File: src/rtl/fpoll_pkg.sv
package fpoll_pkg;
  typedef enum logic [2:0] {
    ST_IDLE   = 3'd0,
    ST_PROG   = 3'd1,
    ST_EWAIT  = 3'd2,
    ST_ERASE  = 3'd3,
    ST_ESUSP  = 3'd4,
    ST_FAILP  = 3'd5,
    ST_FAILE  = 3'd6
  } fpoll_st_e;
endpackage

File: src/rtl/fpoll_ctrl.sv
module fpoll_ctrl
  import fpoll_pkg::*;
#(
  parameter int ADDR_W = 17,
  parameter int SECT_W = 13,
  localparam int IDX_W = ADDR_W - SECT_W
) (
  input  logic              clk,
  input  logic              rst_n,
  input  logic              clr,
  input  logic              prog_start,
  input  logic              wr_d7,
  input  logic              sec_erase_req,
  input  logic              chip_erase_req,
  input  logic              erase_go,
  input  logic              op_done,
  input  logic              op_fail,
  input  logic              susp_req,
  input  logic              resume_req,
  input  logic [IDX_W-1:0]  cmd_idx,
  output fpoll_st_e         st,
  output logic              prog_b7,
  output logic [IDX_W-1:0]  sect_q,
  output logic              chip_q
);
  fpoll_st_e st_nx;
  logic      en_prog, en_erase;

  assign en_prog  = (st == ST_IDLE) && prog_start;
  assign en_erase = (st == ST_IDLE) && !prog_start && (sec_erase_req || chip_erase_req);

  always_comb begin
    st_nx = st;
    case (st)
      ST_IDLE: begin
        if (prog_start)          st_nx = ST_PROG;
        else if (sec_erase_req)  st_nx = ST_EWAIT;
        else if (chip_erase_req) st_nx = ST_ERASE;
      end
      ST_PROG: begin
        if (op_fail)      st_nx = ST_FAILP;
        else if (op_done) st_nx = ST_IDLE;
      end
      ST_EWAIT: begin
        if (op_fail)       st_nx = ST_FAILE;
        else if (erase_go) st_nx = ST_ERASE;
      end
      ST_ERASE: begin
        if (op_fail)                 st_nx = ST_FAILE;
        else if (op_done)            st_nx = ST_IDLE;
        else if (susp_req && !chip_q) st_nx = ST_ESUSP;
      end
      ST_ESUSP: begin
        if (resume_req) st_nx = ST_ERASE;
      end
      ST_FAILP, ST_FAILE: begin
        if (clr) st_nx = ST_IDLE;
      end
      default: st_nx = ST_IDLE;
    endcase
  end

  always_ff @(posedge clk or negedge rst_n) begin
    if (!rst_n) st <= ST_IDLE;
    else        st <= st_nx;
  end

  always_ff @(posedge clk or negedge rst_n) begin
    if (!rst_n)       prog_b7 <= 1'b0;
    else if (en_prog) prog_b7 <= wr_d7;
  end

  always_ff @(posedge clk or negedge rst_n) begin
    if (!rst_n) begin
      sect_q <= '0;
      chip_q <= 1'b0;
    end else if (en_erase) begin
      sect_q <= cmd_idx;
      chip_q <= !sec_erase_req;
    end
  end

  // a failed state stays put until clr
  p_fail_hold_r8: assert property (@(posedge clk) disable iff (!rst_n)
    ((st == ST_FAILP) || (st == ST_FAILE)) && !clr |=> st == $past(st));

  // a chip erase never reaches suspend
  p_chip_nosusp_r5: assert property (@(posedge clk) disable iff (!rst_n)
    (st == ST_ESUSP) |-> !chip_q);

  // done beats suspend in the same cycle
  p_done_over_susp_r10: assert property (@(posedge clk) disable iff (!rst_n)
    (st == ST_ERASE) && op_done && !op_fail |=> st == ST_IDLE);

  // the sector index is frozen while an operation runs
  p_idx_stable_r10: assert property (@(posedge clk) disable iff (!rst_n)
    (st != ST_IDLE) |=> $stable(sect_q));
endmodule

File: src/rtl/fpoll_match.sv
module fpoll_match #(
  parameter int ADDR_W = 17,
  parameter int SECT_W = 13,
  localparam int IDX_W = ADDR_W - SECT_W
) (
  input  logic [ADDR_W-1:0] addr,
  input  logic [IDX_W-1:0]  sect_q,
  output logic [IDX_W-1:0]  idx,
  output logic              hit
);
  assign idx = addr[ADDR_W-1:SECT_W];
  assign hit = (idx == sect_q);
endmodule

File: src/rtl/fpoll_mux.sv
module fpoll_mux
  import fpoll_pkg::*;
(
  input  fpoll_st_e   st,
  input  logic        prog_b7,
  input  logic        hit,
  input  logic [7:0]  arr_data,
  output logic [7:0]  rd_data
);
  logic b7;

  always_comb begin
    case (st)
      ST_PROG, ST_FAILP:           b7 = !prog_b7;
      ST_EWAIT, ST_ERASE, ST_FAILE: b7 = 1'b0;
      ST_ESUSP:                    b7 = hit ? 1'b1 : arr_data[7];
      default:                     b7 = arr_data[7];
    endcase
  end

  assign rd_data = {b7, arr_data[6:0]};

  // lower bits are never touched
  always_comb begin
    a_low_pass_r9: assert (rd_data[6:0] == arr_data[6:0]);
  end
endmodule

File: src/rtl/fpoll_status.sv
module fpoll_status
  import fpoll_pkg::*;
#(
  parameter int ADDR_W = 17,
  parameter int SECT_W = 13
) (
  input  logic              clk,
  input  logic              rst_n,
  input  logic              clr,
  input  logic              prog_start,
  input  logic              wr_d7,
  input  logic              sec_erase_req,
  input  logic              chip_erase_req,
  input  logic              erase_go,
  input  logic              op_done,
  input  logic              op_fail,
  input  logic              susp_req,
  input  logic              resume_req,
  input  logic [ADDR_W-1:0] addr,
  input  logic [7:0]        arr_data,
  output logic [7:0]        rd_data
);
  localparam int IDX_W = ADDR_W - SECT_W;

  fpoll_st_e        st;
  logic             prog_b7, chip_q, hit;
  logic [IDX_W-1:0] sect_q, idx;

  fpoll_match #(.ADDR_W(ADDR_W), .SECT_W(SECT_W)) u_match (
    .addr(addr), .sect_q(sect_q), .idx(idx), .hit(hit)
  );

  fpoll_ctrl #(.ADDR_W(ADDR_W), .SECT_W(SECT_W)) u_ctrl (
    .clk(clk), .rst_n(rst_n), .clr(clr), .prog_start(prog_start), .wr_d7(wr_d7),
    .sec_erase_req(sec_erase_req), .chip_erase_req(chip_erase_req),
    .erase_go(erase_go), .op_done(op_done), .op_fail(op_fail),
    .susp_req(susp_req), .resume_req(resume_req), .cmd_idx(idx),
    .st(st), .prog_b7(prog_b7), .sect_q(sect_q), .chip_q(chip_q)
  );

  fpoll_mux u_mux (
    .st(st), .prog_b7(prog_b7), .hit(hit), .arr_data(arr_data), .rd_data(rd_data)
  );

  // first cycle of a program shows the inverse of the written bit
  p_prog_inv_r2: assert property (@(posedge clk) disable iff (!rst_n)
    $past(st == ST_IDLE) && $past(prog_start) |-> rd_data[7] == !$past(wr_d7));

  // chip erase reads 0 everywhere
  p_chip_zero_r5: assert property (@(posedge clk) disable iff (!rst_n)
    (st == ST_ERASE) && chip_q |-> !rd_data[7]);
endmodule

File: config.mk
export PLATFORM = sky130hd
export DESIGN_NAME = fpoll_status
export DESIGN_NICKNAME = d
export VERILOG_FILES = /design/src/rtl/fpoll_pkg.sv /design/src/rtl/fpoll_ctrl.sv /design/src/rtl/fpoll_match.sv /design/src/rtl/fpoll_mux.sv /design/src/rtl/fpoll_status.sv
export SDC_FILE = /design/constraint.sdc
export NUM_CORES = 1
export LEC_CHECK = 0
export ABC_AREA = 1
export ABC_CLOCK_PERIOD_IN_PS = 1400
export BUFFER_PORTS_ARGS = -buffer_cell sky130_fd_sc_hd__buf_4
export CAP_MARGIN = 15
export CORE_ASPECT_RATIO = 1.4
export CORE_UTILIZATION = 40
export DETAILED_ROUTE_END_ITERATION = 10
export PLACE_DENSITY_LB_ADDON = 0.08
export SYNTH_ARGS = -nofsm -noshare
export SYNTH_HDL_FRONTEND = slang
export SYNTH_SLANG_ARGS = --single-unit
File: constraint.sdc
create_clock -name clk -period 1.4 [get_ports clk]
set_input_delay 0.28 -clock clk [delete_from_list [all_inputs] [get_ports clk]]
set_output_delay 0.28 -clock clk [all_outputs]
set_load 0.01 [all_outputs]
After elaboration in Yosys (flattened, before gate mapping)
Index checks and enable logic that the tools add are counted.
{"block": "word_totals", "inputBits": 37, "register_bits": 9, "wordCells": 46}
{"block": "op_classes", "muxes": 15, "reduce_logical": 14, "n_eq_ne": 13}
{"op": "2-to-1 mux 3 bit", "n": 12}
{"op": "case mux 3 bit (6 select lines)", "n": 1}
{"op": "equality test 3 bit, second input constant", "n": 3}
{"op": "equality test 3 x 2 -> 1 bit, second input constant", "n": 2}
{"op": "inequality test 3 bit, second input constant", "n": 2}
{"op": "AND reduction 6 bit", "n": 1}
{"op": "equality test 4 bit", "n": 1}
{"op": "logical AND 1 bit", "n": 4}
{"op": "logical NOT 1 bit", "n": 4}
{"op": "inequality test 2 bit, second input constant", "n": 2}
{"op": "inequality test 4 x 3 -> 1 bit, second input constant", "n": 1}
{"op": "inequality test 4 bit, second input constant", "n": 1}
{"op": "OR reduction 2 bit", "n": 2}
{"op": "equality test 3 x 1 -> 1 bit, second input constant", "n": 1}
{"op": "logical NOT 3 bit", "n": 1}
{"op": "case mux 1 bit (3 select lines)", "n": 1}
{"op": "OR reduction 3 bit", "n": 1}
{"op": "logical OR 1 bit", "n": 1}
{"op": "2-to-1 mux 1 bit", "n": 1}

Longest topological paths before layout
{"block": "depth", "ltp_word": 6, "depth_mapped": 9, "ltp_nobuf": 8}

Cells and area by module
From an unflattened synthesis, not the netlist that was laid out.
{"block": "hier_totals", "hier_cells": 111, "hier_area_um2": 788.3}
{"mod": "fpoll_ctrl", "n_inst": 1, "area_per_inst_um2": 589.3, "cells_per_inst": 73}
{"mod": "fpoll_mux", "n_inst": 1, "area_per_inst_um2": 102.6, "cells_per_inst": 19}
{"mod": "fpoll_match", "n_inst": 1, "area_per_inst_um2": 96.3, "cells_per_inst": 19}

Worst setup path after synthesis
OpenSTA, ideal clock, no wires.
{"block": "synth_path", "kind": "register to output", "startpoint": "register u_ctrl.st[0]", "endpoint": "output rd_data[7]", "arrival_time_ps": 960, "path_buffers": 1, "required_time_ps": 1120, "stages_incl_launch_ff": 7, "slack_ps": 160, "path_cell_list": "dfrtp_1 -> nor2_4 -> nand2_1 -> o21ai_0 -> nand2_1 -> nand3_1 -> buf_4"}
{"block": "synth_via", "elab_chain_cells": 3, "word_cells_on_any_way": 9, "cone_classes": "eq/ne (6); mux (1); reduce/logical (2)"}
{"element": "start, declared", "line_no": "fpoll_ctrl.sv:21", "source": "output fpoll_st_e st,"}
{"element": "start signal, assigned", "line_no": "fpoll_ctrl.sv:65", "source": "else st <= st_nx;"}
{"element": "equality test 3 x 2 -> 1 bit (tied with other cells)", "line_no": "fpoll_mux.sv:13", "source": "case (st)"}
{"element": "OR reduction 3 bit or OR reduction 2 bit (tied branches)", "line_no": "fpoll_mux.sv:13"}
{"element": "case mux 1 bit (3 select lines) (*)", "line_no": "fpoll_mux.sv:13"}
{"element": "end, declared", "line_no": "fpoll_status.sv:21", "source": "output logic [7:0] rd_data"}
Mark *: on every way between the ends. The rest lies on a longest branch, timed or not.

Worst setup path in the final report
Same ends and word-level chain as after synthesis.

==> impl_metrics.env <==
export IMPL_outcome="finished with violations"
export IMPL_violations="setup timing"
export IMPL_setup_ws_ps=-139.9
export IMPL_leakagePower_nw=0.5729
export IMPL_cts_buffers=3
export IMPL_syn_area_sq_um=772.0
export IMPL_critPathSlowestCell="dfrtp_1"
export IMPL_setup_viol=4
export IMPL_max_freq_mhz=649.4
export IMPL_numPortBuffers=17
export IMPL_clkTransAtPathRegs_ps=70
export IMPL_totalPowerFinal_mw=1.964
export IMPL_first_iter_violations=9
export IMPL_rsz0062_at_grt="yes"
export IMPL_wl_per_cell_um=10.63
export IMPL_cts_max_level=1
export IMPL_num_fill_cells=177
export IMPL_place_inst=151
export IMPL_crit_path_end_kind="primary output"
export IMPL_first_global_vias=690
export IMPL_maxSlewHeadroom_pct=77.82
export IMPL_grtUsageTotal_pct=18.11
export IMPL_drive_gt1_share_pct=44.68
export IMPL_synth_edf_count=0
export IMPL_clockBufferDepth=2
export IMPL_initial_utilization_pct=43.39
export IMPL_hp_class="in2reg"
export IMPL_vias_per_cell=4.932
export IMPL_coreArea_sq_um=1779
export IMPL_antenna_found_initial=0
export IMPL_clkSinkCount=9
export IMPL_power_ir_vdd_worst_mv=0.8341
export IMPL_syn_avg_cell_area_sq_um=6.655
export IMPL_drv_cap=0
export IMPL_via_count=794
export IMPL_diodes=0
export IMPL_die_h_um=53.98
export IMPL_cts_tree="yes"
export IMPL_clock_skew_ps=7.727
export IMPL_finalNetCount=179
export IMPL_dieArea_sq_um=2112
export IMPL_fin_cells=161
export IMPL_whs_ps=207.0
export IMPL_syn_to_final_growth_pct=35.17
export IMPL_cp_max_fo=4
export IMPL_ys_ff_latch=9
export IMPL_first_pass_iters=4
export IMPL_slowest_delay_ps=410
export IMPL_synth_top_area_cell="dfrtp_1"
export IMPL_dpl_hpwl_um=1365
export IMPL_die_w_um=39.13
export IMPL_synth_cell_types=19
export IMPL_grt_ovfl_total=0
export IMPL_cts_root_buf="clkbuf_4"
export IMPL_drc=0
export IMPL_crit_type="reg2out"
export IMPL_io_pins=45
export IMPL_yosysMostFrequentCell="nand2_1"
export IMPL_start_kind="register"
export IMPL_tightest_slew_ps=329.2
export IMPL_grt_pass1_wl_um=2622
export IMPL_synth_cells=116
export IMPL_hold_violations=0
export IMPL_synth_nets=153
export IMPL_antenna_left=0
export IMPL_place_ws_ps=35.51
export IMPL_synth_commonest_cells="nand2_1 (36), inv_1 (15), nand3_1 (11)"
export IMPL_synth_top_area_share_pct=29.17
export IMPL_yosysWarningCount=0
export IMPL_clock_latency_ps=260
export IMPL_synthTopCellsByArea="dfrtp_1 (29%), nand2_1 (18%), buf_4 (7.8%)"
export IMPL_slew_violations=0
export IMPL_crit_chain="buf_6 -> nand2_1 -> o21ai_1 -> nand2_1 -> nand3_2 -> buf_6"
export IMPL_synth_flop_cell="dfrtp_1"
export IMPL_synth_async_reset_ratio_pct=100.0
export IMPL_finalWeightedCongestion=0.8400
export IMPL_rows=18
export IMPL_powerDensity_nw_per_um2=1882
export IMPL_grt_max_degree=11
export IMPL_cp_required_ps=1120
export IMPL_cp_arrival_ps=1260
export IMPL_period_needed_ps=1540
export IMPL_fin_crit_sh_pct=110.0
export IMPL_ys_seq_area_share_pct=29.17
export IMPL_wl_um=1712
area by class of cell:
cell class / count / area [sq um] / area share, %
inverter: 17 / 68.82 / 6.595
clock inverter: 1 / 5.005 / 0.4796
sequential: 9 / 225.2 / 21.58
multi-input combinational: 81 / 446.7 / 42.81
clock buffer: 3 / 22.52 / 2.158
tap: 20 / 25.02 / 2.398
timing repair buffer: 30 / 250.2 / 23.98
path summary, 6_finish.rpt:
| kind | from | end | slack [ps] | cells past startpoint |
|---|---|---|---|---|
| min in group asynchronous | rst_n | u_ctrl.sect_q[3]$_DFFE_PN0P_ | 380 | 2 |
| max reg2reg | u_ctrl.st[0]$_DFFE_PN0P_ | u_ctrl.st[2]$_DFFE_PN0P_ | -40 | 10 |
| min reg2reg | u_ctrl.prog_b7$_DFFE_PN0P_ | u_ctrl.prog_b7$_DFFE_PN0P_ | 520 | 2 |
| max | u_ctrl.st[0]$_DFFE_PN0P_ | rd_data[7] | -140 | 6 |
| max in group asynchronous | rst_n | u_ctrl.prog_b7$_DFFE_PN0P_ | 880 | 2 |
| min | sec_erase_req | u_ctrl.chip_q$_DFFE_PN0P_ | 210 | 2 |
through the flow:
| step | util [%] | TNS, ps | instance area [sq um] |
|---|---|---|---|
| floorplan | - | 0 | 772.0 |
| global placement | 51.62 | 0 | 918.4 |
| detailed placement | 51.62 | 0 | 918.4 |
| CTS | 57.81 | -149.1 | 1028 |
| global route | 58.65 | -491.7 | 1044 |
| finish | 58.65 | -226.9 | 1044 |
where the power goes:
| group | switching [mW] | leakage (nW) | internal [mW] |
|---|---|---|---|
| clock | 0.0934 | 0.0177 | 0.105 |
| combinational | 0.645 | 0.444 | 0.631 |
| sequential | 0.106 | 0.111 | 0.383 |
| total | 0.845 | 0.573 | 1.12 |
registers in the layout, summed over array words and instances, names as in the netlist:
name / cells
u_ctrl.chip_q: 1
u_ctrl.prog_b7: 1
u_ctrl.sect_q: 4
u_ctrl.st: 3
critical path, delay by kind of cell, from the launching register on:
family                 cells  cell delay, ps
and+or+nand+nor            3             230
AOI/OAI and AO/OA          1             130
DFF                        1             410
buffers and inverters      2             240
repair_timing:
action                     CTS  global route
setup endpoints to repair    1             9
pin swaps                    5             8
resized for setup            9            11
hold buffers                 1             0
buffers inserted             6             1
hold endpoints to repair     9             0
routing by layer:
metal	track usage (%)	routed length, um
met5	0	0
met4	6.897	19
met3	2.479	69
met2	36.67	968
met1	17.18	655
cells by family (layout without fill, tap and decap cells):
kind of cell    after synthesis  count (layout)  share of synthesized area [%]
compound gates                9               9                          8.266
simple gates                 72              72                          45.06
flops                         9               9                          29.17
buf+inv                      26              51                          17.50
layout by cell type, fill, tap and decap left out, drive strengths merged:
cell,instances
clkinv,1
dlygate4sd3,1
nand2,43
inv,17
buf,29
nand3b,1
clkbuf,3
nand3,11
a21oi,2
dfrtp,9
nor2,14
nand4,1
or2,2
o21ai,7
Note: power is estimated with default switching activity, not from simulation.
